===== src/rtl/fault_route_pkg.sv =====
package fault_route_pkg;
  typedef enum logic [1:0] {
    CLS_NONE  = 2'd0,
    CLS_MEM   = 2'd1,
    CLS_BUS   = 2'd2,
    CLS_USAGE = 2'd3
  } fclass_e;

  typedef enum logic [2:0] {
    HND_NONE  = 3'd0,
    HND_MEM   = 3'd1,
    HND_BUS   = 3'd2,
    HND_USAGE = 3'd3,
    HND_HARD  = 3'd4
  } handler_e;

  localparam int N_CLS   = 3;
  localparam int N_CAUSE = 6;
  localparam int CAUSE_W = 3;
endpackage


===== src/rtl/fault_escalate.sv =====
module fault_escalate
  import fault_route_pkg::*;
#(
  parameter int PRI_W = 8
) (
  input  logic                    fault_vld,
  input  logic [1:0]              fault_cls,
  input  logic [N_CLS*PRI_W-1:0]  cls_pri,
  input  logic [N_CLS-1:0]        cls_en,
  input  logic signed [PRI_W+1:0] exec_pri,
  input  logic [1:0]              act_cls,
  input  logic                    stack_push,
  output logic [2:0]              handler,
  output logic                    preempt,
  output logic                    lockup,
  output logic                    promoted
);
  localparam int EPW = PRI_W + 2;

  logic [PRI_W-1:0]      pri_sel;
  logic                  en_sel;
  logic signed [EPW-1:0] cfg_ext;
  logic                  live;
  logic                  stuck;
  logic                  stack_keep;
  logic                  rule_hit;

  // pick the configured level and enable of the reporting class
  always_comb begin
    pri_sel = '0;
    en_sel  = 1'b0;
    for (int k = 0; k < N_CLS; k++) begin
      if (fault_cls == 2'(k + 1)) begin
        pri_sel = cls_pri[k*PRI_W +: PRI_W];
        en_sel  = cls_en[k];
      end
    end
  end

  assign cfg_ext    = signed'({2'b00, pri_sel});
  assign live       = fault_vld && (fault_cls != CLS_NONE);
  assign stuck      = exec_pri[EPW-1];
  assign stack_keep = (fault_cls == CLS_BUS) && (act_cls == CLS_BUS) && stack_push;
  assign rule_hit   = !en_sel || (act_cls == fault_cls) || (cfg_ext >= exec_pri);

  always_comb begin
    handler  = HND_NONE;
    preempt  = 1'b0;
    lockup   = 1'b0;
    promoted = 1'b0;
    if (live) begin
      if (stuck) begin
        lockup = 1'b1;
      end else if (stack_keep) begin
        handler = HND_BUS;
        preempt = 1'b1;
      end else if (rule_hit) begin
        handler  = HND_HARD;
        preempt  = 1'b1;
        promoted = 1'b1;
      end else begin
        handler = {1'b0, fault_cls};
        preempt = 1'b1;
      end
    end
  end
endmodule


===== src/rtl/fault_status_regs.sv =====
module fault_status_regs
  import fault_route_pkg::*;
(
  input  logic               clk,
  input  logic               rst_n,
  input  logic               usage_evt,
  input  logic [CAUSE_W-1:0] usage_cause,
  input  logic               forced_set,
  input  logic               clr_wr,
  input  logic [N_CAUSE:0]   clr_data,
  output logic [N_CAUSE-1:0] cause_sts,
  output logic               hard_forced
);
  logic [N_CAUSE-1:0] cause_set;
  logic [N_CAUSE-1:0] cause_d;
  logic               forced_d;
  logic               upd_en;

  for (genvar g = 0; g < N_CAUSE; g++) begin : g_dec
    assign cause_set[g] = usage_evt && (usage_cause == CAUSE_W'(g));
  end

  always_comb begin
    cause_d  = cause_sts;
    forced_d = hard_forced;
    if (clr_wr) begin
      cause_d  = cause_d & ~clr_data[N_CAUSE-1:0];
      forced_d = forced_d & ~clr_data[N_CAUSE];
    end
    cause_d  = cause_d | cause_set;
    forced_d = forced_d | forced_set;
  end

  assign upd_en = clr_wr || usage_evt || forced_set;

  always_ff @(posedge clk or negedge rst_n) begin
    if (!rst_n) begin
      cause_sts   <= '0;
      hard_forced <= 1'b0;
    end else if (upd_en) begin
      cause_sts   <= cause_d;
      hard_forced <= forced_d;
    end
  end
endmodule


===== src/rtl/fault_route_unit.sv =====
module fault_route_unit
  import fault_route_pkg::*;
#(
  parameter int PRI_W = 8
) (
  input  logic                    clk,
  input  logic                    rst_n,
  input  logic                    fault_vld,
  input  logic [1:0]              fault_cls,
  input  logic [2:0]              usage_cause,
  input  logic [3*PRI_W-1:0]      cls_pri,
  input  logic [2:0]              cls_en,
  input  logic signed [PRI_W+1:0] exec_pri,
  input  logic [1:0]              act_cls,
  input  logic                    stack_push,
  input  logic                    clr_wr,
  input  logic [6:0]              clr_data,
  output logic [2:0]              handler,
  output logic                    preempt,
  output logic                    lockup,
  output logic                    hard_forced,
  output logic [5:0]              cause_sts
);
  logic [1:0] rst_sync;
  logic       rst_q_n;
  logic       promoted;
  logic       usage_evt;

  // asynchronous assert, synchronous release
  always_ff @(posedge clk or negedge rst_n) begin
    if (!rst_n) rst_sync <= 2'b00;
    else        rst_sync <= {rst_sync[0], 1'b1};
  end
  assign rst_q_n = rst_sync[1];

  fault_escalate #(.PRI_W(PRI_W)) u_esc (
    .fault_vld  (fault_vld),
    .fault_cls  (fault_cls),
    .cls_pri    (cls_pri),
    .cls_en     (cls_en),
    .exec_pri   (exec_pri),
    .act_cls    (act_cls),
    .stack_push (stack_push),
    .handler    (handler),
    .preempt    (preempt),
    .lockup     (lockup),
    .promoted   (promoted)
  );

  assign usage_evt = fault_vld && (fault_cls == CLS_USAGE);

  fault_status_regs u_sts (
    .clk         (clk),
    .rst_n       (rst_q_n),
    .usage_evt   (usage_evt),
    .usage_cause (usage_cause),
    .forced_set  (promoted),
    .clr_wr      (clr_wr),
    .clr_data    (clr_data),
    .cause_sts   (cause_sts),
    .hard_forced (hard_forced)
  );
endmodule


===== config.mk =====
export PLATFORM = sky130hd
export DESIGN_NAME = fault_route_unit
export DESIGN_NICKNAME = d
export VERILOG_FILES = /design/src/rtl/fault_route_pkg.sv /design/src/rtl/fault_escalate.sv /design/src/rtl/fault_status_regs.sv /design/src/rtl/fault_route_unit.sv
export SDC_FILE = /design/constraint.sdc
export NUM_CORES = 1
export LEC_CHECK = 0
export BUFFER_PORTS_ARGS = -buffer_cell sky130_fd_sc_hd__buf_2
export CORE_MARGIN = 1.5
export CORE_UTILIZATION = 28
export DETAILED_ROUTE_END_ITERATION = 8
export REMOVE_ABC_BUFFERS = 1
export SYNTH_ARGS = -nofsm -noshare
export SYNTH_HDL_FRONTEND = slang
export SYNTH_SLANG_ARGS = --single-unit

===== constraint.sdc =====
create_clock -name clk -period 4.08 [get_ports clk]
set_input_delay 0.408 -clock clk [delete_from_list [all_inputs] [get_ports clk]]
set_output_delay 0.408 -clock clk [all_outputs]
set_load 0.02 [all_outputs]

; Word-level counts from Yosys, hierarchy flattened
; Cells that the tools add are included.
[word_totals]
word_cells = 57
out_inout_bits = 12
reg_bits = 9
input_bits = 56
[op_classes]
n_reduce_logical = 17
eq_ne = 10
n_lt_le_gt_ge = 1
bitwise = 6
muxes = 20
[ops]
columns = cell, count
row1 = $mux W8, 3
row2 = $mux W1, 12
row3 = $mux W3, 4
row4 = $ge A9 B10 Y1, 1
row5 = $logic_and A1 B1 Y1, 10
row6 = $and A6 B6 Y6, 1
row7 = $eq A2 B2 Y1 const B, 3
row8 = $eq A3 B2 Y1 const B, 2
row9 = $eq A3 B3 Y1 const B, 2
row10 = $mux W6, 1
row11 = $not A6 Y6, 1
row12 = $or A6 B6 Y6, 1
row13 = $logic_or A1 B1 Y1, 4
row14 = $eq A3 B1 Y1 const B, 1
row15 = $logic_not A3 Y1, 1
row16 = $eq A2 B1 Y1 const B, 1
row17 = $eq A2 B2 Y1, 1
row18 = $reduce_bool A2 Y1, 1
row19 = $and A1 B1 Y1, 1
row20 = $logic_not A1 Y1, 1
row21 = $not A1 Y1, 1
row22 = $or A1 B1 Y1, 1

; Longest topological paths before layout
[logic_depth]
ltp_word = 12
ltp_mapped = 9
ltp_nobuf = 7

; Hierarchy
; Synthesis repeated with hierarchy kept, for this count alone.
[unflattened]
cells_unflattened = 89
hier_area_um2 = 840.8
[modules_own_cells]
columns = mod, cells_per_inst, n_inst, seq_area_each_um2, area_per_inst_um2
row1 = fault_escalate, 60, 1, 0.0, 486.7
row2 = fault_status_regs, 25, 1, 175.2, 294.0
row3 = fault_route_unit, 4, 1, 50.0, 60.1

; Least setup slack after synthesis
; OpenSTA, ideal clock, no wires.
[synth_path]
path_kind = input-to-output
startpoint = input fault_cls[1]
endpoint = output handler[1]
path_buffers = 2
stages = 9
t_arrival_ns = 2.569
t_required_ns = 3.672
slack_ns = 1.103
cell_sequence = buf_4 > buf_2 > mux2_2 > a22oi_1 > ha_1 > nand2b_1 > a21oi_1 > o221ai_1 > a311oi_1
[synth_via]
elab_chain_cells = 11
word_cells_on_any_way = 22
cone_classes = order compare (1) / eq/ne (4) / mux (10) / reduce/logical (7)
[synth_rtl]
columns = item, line_no
row1 = from (decl), fault_route_unit.sv:9  ; input logic [1:0] fault_cls,
row2 = "parallel branches: the longest is 10 deep, another holds $ge A9 B10 Y1", -
row3 = $mux W3 (*), fault_escalate.sv:51  ; if (live) begin
row4 = to (decl), fault_route_unit.sv:18  ; output logic [2:0] handler,
; Every way passes the cells marked *.

; Worst setup path after layout
[layout_path]
startpoint = input fault_cls[1]
endpoint = output handler[0]
; Same word-level chain as after synthesis.

==> results.md <==
Worst setup path:
- The reg2reg setup slack is about 3.4 ns.
- The worst register-to-register path ends at u_sts.cause_sts[3]$_DFFE_PN0P_.
- The slowest stage cell on the critical path is sky130_fd_sc_hd__nor2b_1.
- The origin of the worst setup path is fault_cls[1].
- The worst path arrival time is 2.79 ns.
- Together, buffers and inverters on the worst path number 2.
- STA classifies the critical path startpoint as an input pin.
- The path depth of the worst reg2reg path is 1.
- Counting buffers and inverters, the worst setup path is 9 cells deep.
- In this design, the stage delay of the slowest critical-path cell is around 0.57 ns.
- Counting stages on the worst path, the most repeated cell is sky130_fd_sc_hd__buf_2.
- The critical path goes through buf_2, nor2b_1, a22o_1, ha_1, a21oi_1, nor2_1, or4_1, a211oi_2, buf_2.
- In this run the critical register-to-register path is launched from u_sts.cause_sts[3]$_DFFE_PN0P_.
- The worst setup path is captured at a primary output.
- The largest driver fanout on the critical path is 15.
- The cell type group with the largest total delay on the critical path is simple AND/OR/NAND/NOR gates.
- The type of the worst setup path is in -> out.
- Data on the critical path is required at its endpoint by around 3.7 ns.

Finish:
- After the last flow step, the layout net total stands at about 230.
- The post-synthesis to final-layout area growth is 45.5%.
- The fraction of final layout cells with drive strength greater than 1 is a little under half.
- The final standard cell utilization of the core is approximately 42%.
- The layout has between 300 and 400 filler cells.
- The antenna diode count is 0.
- Excluding fillers, the count of instances in the completed layout stands at about 210.
- The most common library cell in the layout ignoring fill and taps is sky130_fd_sc_hd__buf_2.
- Leaving out fill and tap cells, the most frequent cells in the layout are sky130_fd_sc_hd__buf_2 (67), sky130_fd_sc_hd__nand2_1 (16), sky130_fd_sc_hd__a22o_1 (9), sky130_fd_sc_hd__inv_1 (9), sky130_fd_sc_hd__dfrtp_1 (9).

Clocking:
- The clock transition at the registers of the reported paths is ~0.060 ns.
- Counting every sink on the clock net gives 9.
- CTS built an H-tree with a depth of 1.
- The clock passes through at most 2 buffers.
- TritonCTS built the clock tree.
- Counting the buffers created by CTS gives 3.
- The root buffer cell chosen for the clock tree is sky130_fd_sc_hd__clkbuf_4.
- Clock latency on the worst-skew pair, taken at its later pin, is 0.25 ns.

Timing:
- In the finished design, the share of the clock period the worst path needs comes to slightly below 80%.
- The number of failing hold endpoints at the final stage is 0.
- On the final layout, the worst clock skew is roughly 0.0014 ns.
- Summed over all failing endpoints, the final setup total negative slack is 0 ns.
- Setup repair after global routing left no endpoint under its margin.
- Timing would allow up to about 310 MHz.
- Setup violations remaining at the end of the flow were counted as 0.
- In the post-route analysis, the smallest setup slack over all paths is 0.887 ns.
- The count of pins over their slew limit is 0.
- In this run the tightest slew margin relative to its limit is 58.0%.
- For the pin with the worst max-slew slack, the measured transition is 0.629 ns.
- Subtracting the final worst setup slack from the clock period gives approximately 3.2 ns.

Route:
- The number of iterations in the first detailed-routing pass is 4.
- The number of vias per cell after detailed routing is ~4.8.
- After the first detailed-routing iteration, the DRC count stood at 15.
- The count of nets left with antenna violations once routing finished came out at 0.
- The sum of routed wire length over all layers is roughly 2.3 mm.
- In the routed design, unresolved DRC markers number 0.
- Dividing the detail-routed wire length by the instance count gives ~11 µm.
- The routed layout has a little over 1k vias.

Synth:
- The main combinational cell family by area after synthesis is compound AO/OA/AOI/OAI gates.
- In the synthesized netlist, mux cells make up 11.5% of the area.
- The complex-gate fraction of the synthesized area is 26.5%.
- Of the total synthesized cell area, the portion taken by AND, OR, NAND and NOR gates is 16.1%.
- The per-instance average area after synthesis is between 8 and 9 µm².
- The post-synthesis sequential area ratio is 25.5%.
- The yosys synthesis warning count is 0.
- The number of instances in the synthesized netlist is ~100.
- The flip-flop and latch count after synthesis is 9.
- The post-synthesis share of cell area spent on full adders, half adders and majority gates is a little under an eighth.
- Summing the areas of all xor and xnor instances in the mapped netlist gives 1.98% of the synthesized area.
- The synthesized netlist contains 33 unique library cells.
- The post-synthesis instance area is ~880 µm².

Power:
- Net switching is 31.2% of the power.
- For this design the total switching power over the nets is ~0.000084 W.
- The leakage power summed over all cells is 0.696 nW.
- In this run, the clock network consumes 24.1% of the power.
- The internal power summed over all cells is roughly 0.00019 W.
- The maximum ir drop on the vdd rail is a little over 70 µV.
- Of the total power, combinational logic draws approximately two fifths.
- The power density over the cells is 210 nW/µm².
- Per report_power, the sequential group accounts for 36.4% of the total.

Placed design:
- The port buffer count is 67.
- The HPWL after detailed placement is 2.05 mm.
- In this run, placement finished with an instance count of between 200 and 250.
- Prior to clock tree synthesis, the placed netlist has a worst setup slack of between 0.8 and 0.9 ns.
- The placer congestion estimate is 0.810.

Floorplanning:
- The die footprint is 3500 µm².
- The effective utilization at floorplan is approximately 30%.
- The area of the core is between 3000 and 4000 µm².
- The vertical extent of the die is around 59 µm.
- The number of primary I/O pins is 68.
- The horizontal die dimension is 59.2 µm.
- The floorplan has 20 rows.

Global route:
- Entering global routing, the biggest net connects 17 pins.
- The first-pass GRT wire length is 3.69 mm.
- The total overflow left after global routing is 0.
- The via count of the first global-routing pass came to roughly 920.
- In the global route stage, overall resource usage came out at between 10 and 15%.
- The initial antenna violation count is 0.

Status:
- The run finished with clean final reports.

Min path:
- The path category of the worst min-delay check is reg -> async.

Flow run:
- Across the run, the number of max-cap violations was 0.
-- synth_stat cells, drive strengths merged --
cell / count / area [µm²]
nor2: 6 / 22.5
nor3b: 1 / 7.51
a22oi: 2 / 15.0
o21ai: 3 / 15.0
a21oi: 4 / 20.0
nand2b: 1 / 6.26
or4bb: 1 / 11.3
nand4: 1 / 6.26
o41ai: 2 / 17.5
nor2b: 1 / 6.26
o211ai: 1 / 7.51
a22o: 9 / 78.8
xor2: 2 / 17.5
mux2: 9 / 101
nor4bb: 1 / 10.0
or4: 1 / 7.51
dfrtp: 9 / 225
a311oi: 1 / 8.76
inv: 9 / 33.8
buf: 4 / 25.0
nand3: 1 / 5.00
ha: 8 / 100
a211oi: 2 / 20.0
nand2: 16 / 60.1
a32o: 2 / 20.0
conb: 1 / 3.75
o221a: 1 / 11.3
o41a: 1 / 11.3
o221ai: 1 / 8.76
-- layer usage --
layer	part of all wire [%]	global-route usage [%]	wire length (µm)	up-vias
met5	0	0	0	-
met4	0.086	5.84	2	0
met3	9.8	2.84	226	2
met2	49	24.3	1140	53
met1	41	15.8	946	457
li1	-	-	-	514
-- worst max-delay path by stage --
stage,slack [ns],endpoint
3_5_place_dp,0.85,handler[0]
4_1_cts,0.84,handler[0]
6_report,0.89,handler[0]
2_1_floorplan,1.31,handler[1]
3_3_place_gp,0.91,handler[1]
5_1_grt,0.60,handler[1]
-- through the flow --
stage	area [µm²]	power [W]	hold WS (ns)
after floorplan	858	0.000157	0.0815
after global placement	1250	0.000204	0.116
after detailed placement	1250	0.000207	0.128
after CTS	1280	0.000276	0.129
after global routing	1280	0.000292	0.137
final	1280	0.000269	0.113
-- cells by family after synthesis --
group / after synthesis
other: 1
and+or+nand+nor: 30
xor gates and xnor gates: 2
adders and majority gates: 8
buffers and inverters: 13
AOI/OAI and AO/OA: 29
muxes: 9
DFF: 9
-- registers in the layout (all words and copies together), names as in the netlist --
| signal | count |
|---|---|
| u_sts.cause_sts | 6 |
| rst_sync | 2 |
| u_sts.hard_forced | 1 |
-- power groups by stage --
stage | clock network (W) | logic, W | registers, W
6_report | 0.0000648 | 0.000106 | 0.0000982
4_1_cts | 0.0000699 | 0.000108 | 0.0000984
2_1_floorplan | 0 | 0.0000523 | 0.000105
3_3_place_gp | 0 | 0.000104 | 0.0000998
5_1_grt | 0.0000745 | 0.000119 | 0.0000988
3_5_place_dp | 0 | 0.000106 | 0.000100
-- final cells by class --
| type | count | area [µm²] | area share (%) |
|---|---|---|---|
| well taps | 44 | 55.1 | 4.28 |
| clock buffers | 4 | 26.3 | 2.04 |
| flip-flops and latches | 9 | 225 | 17.5 |
| repair buffers | 68 | 345 | 26.9 |
| multi-input cells | 79 | 599 | 46.6 |
| inverters | 9 | 33.8 | 2.63 |
-- repair_timing --
action | in CTS | in global routing
endpoints found under the hold margin | 2 | 0
hold buffers | 1 | 0
setup buffers | 0 | 0
gates resized for setup | 0 | 0
No activity file was read; power rests on OpenSTA's default activity.
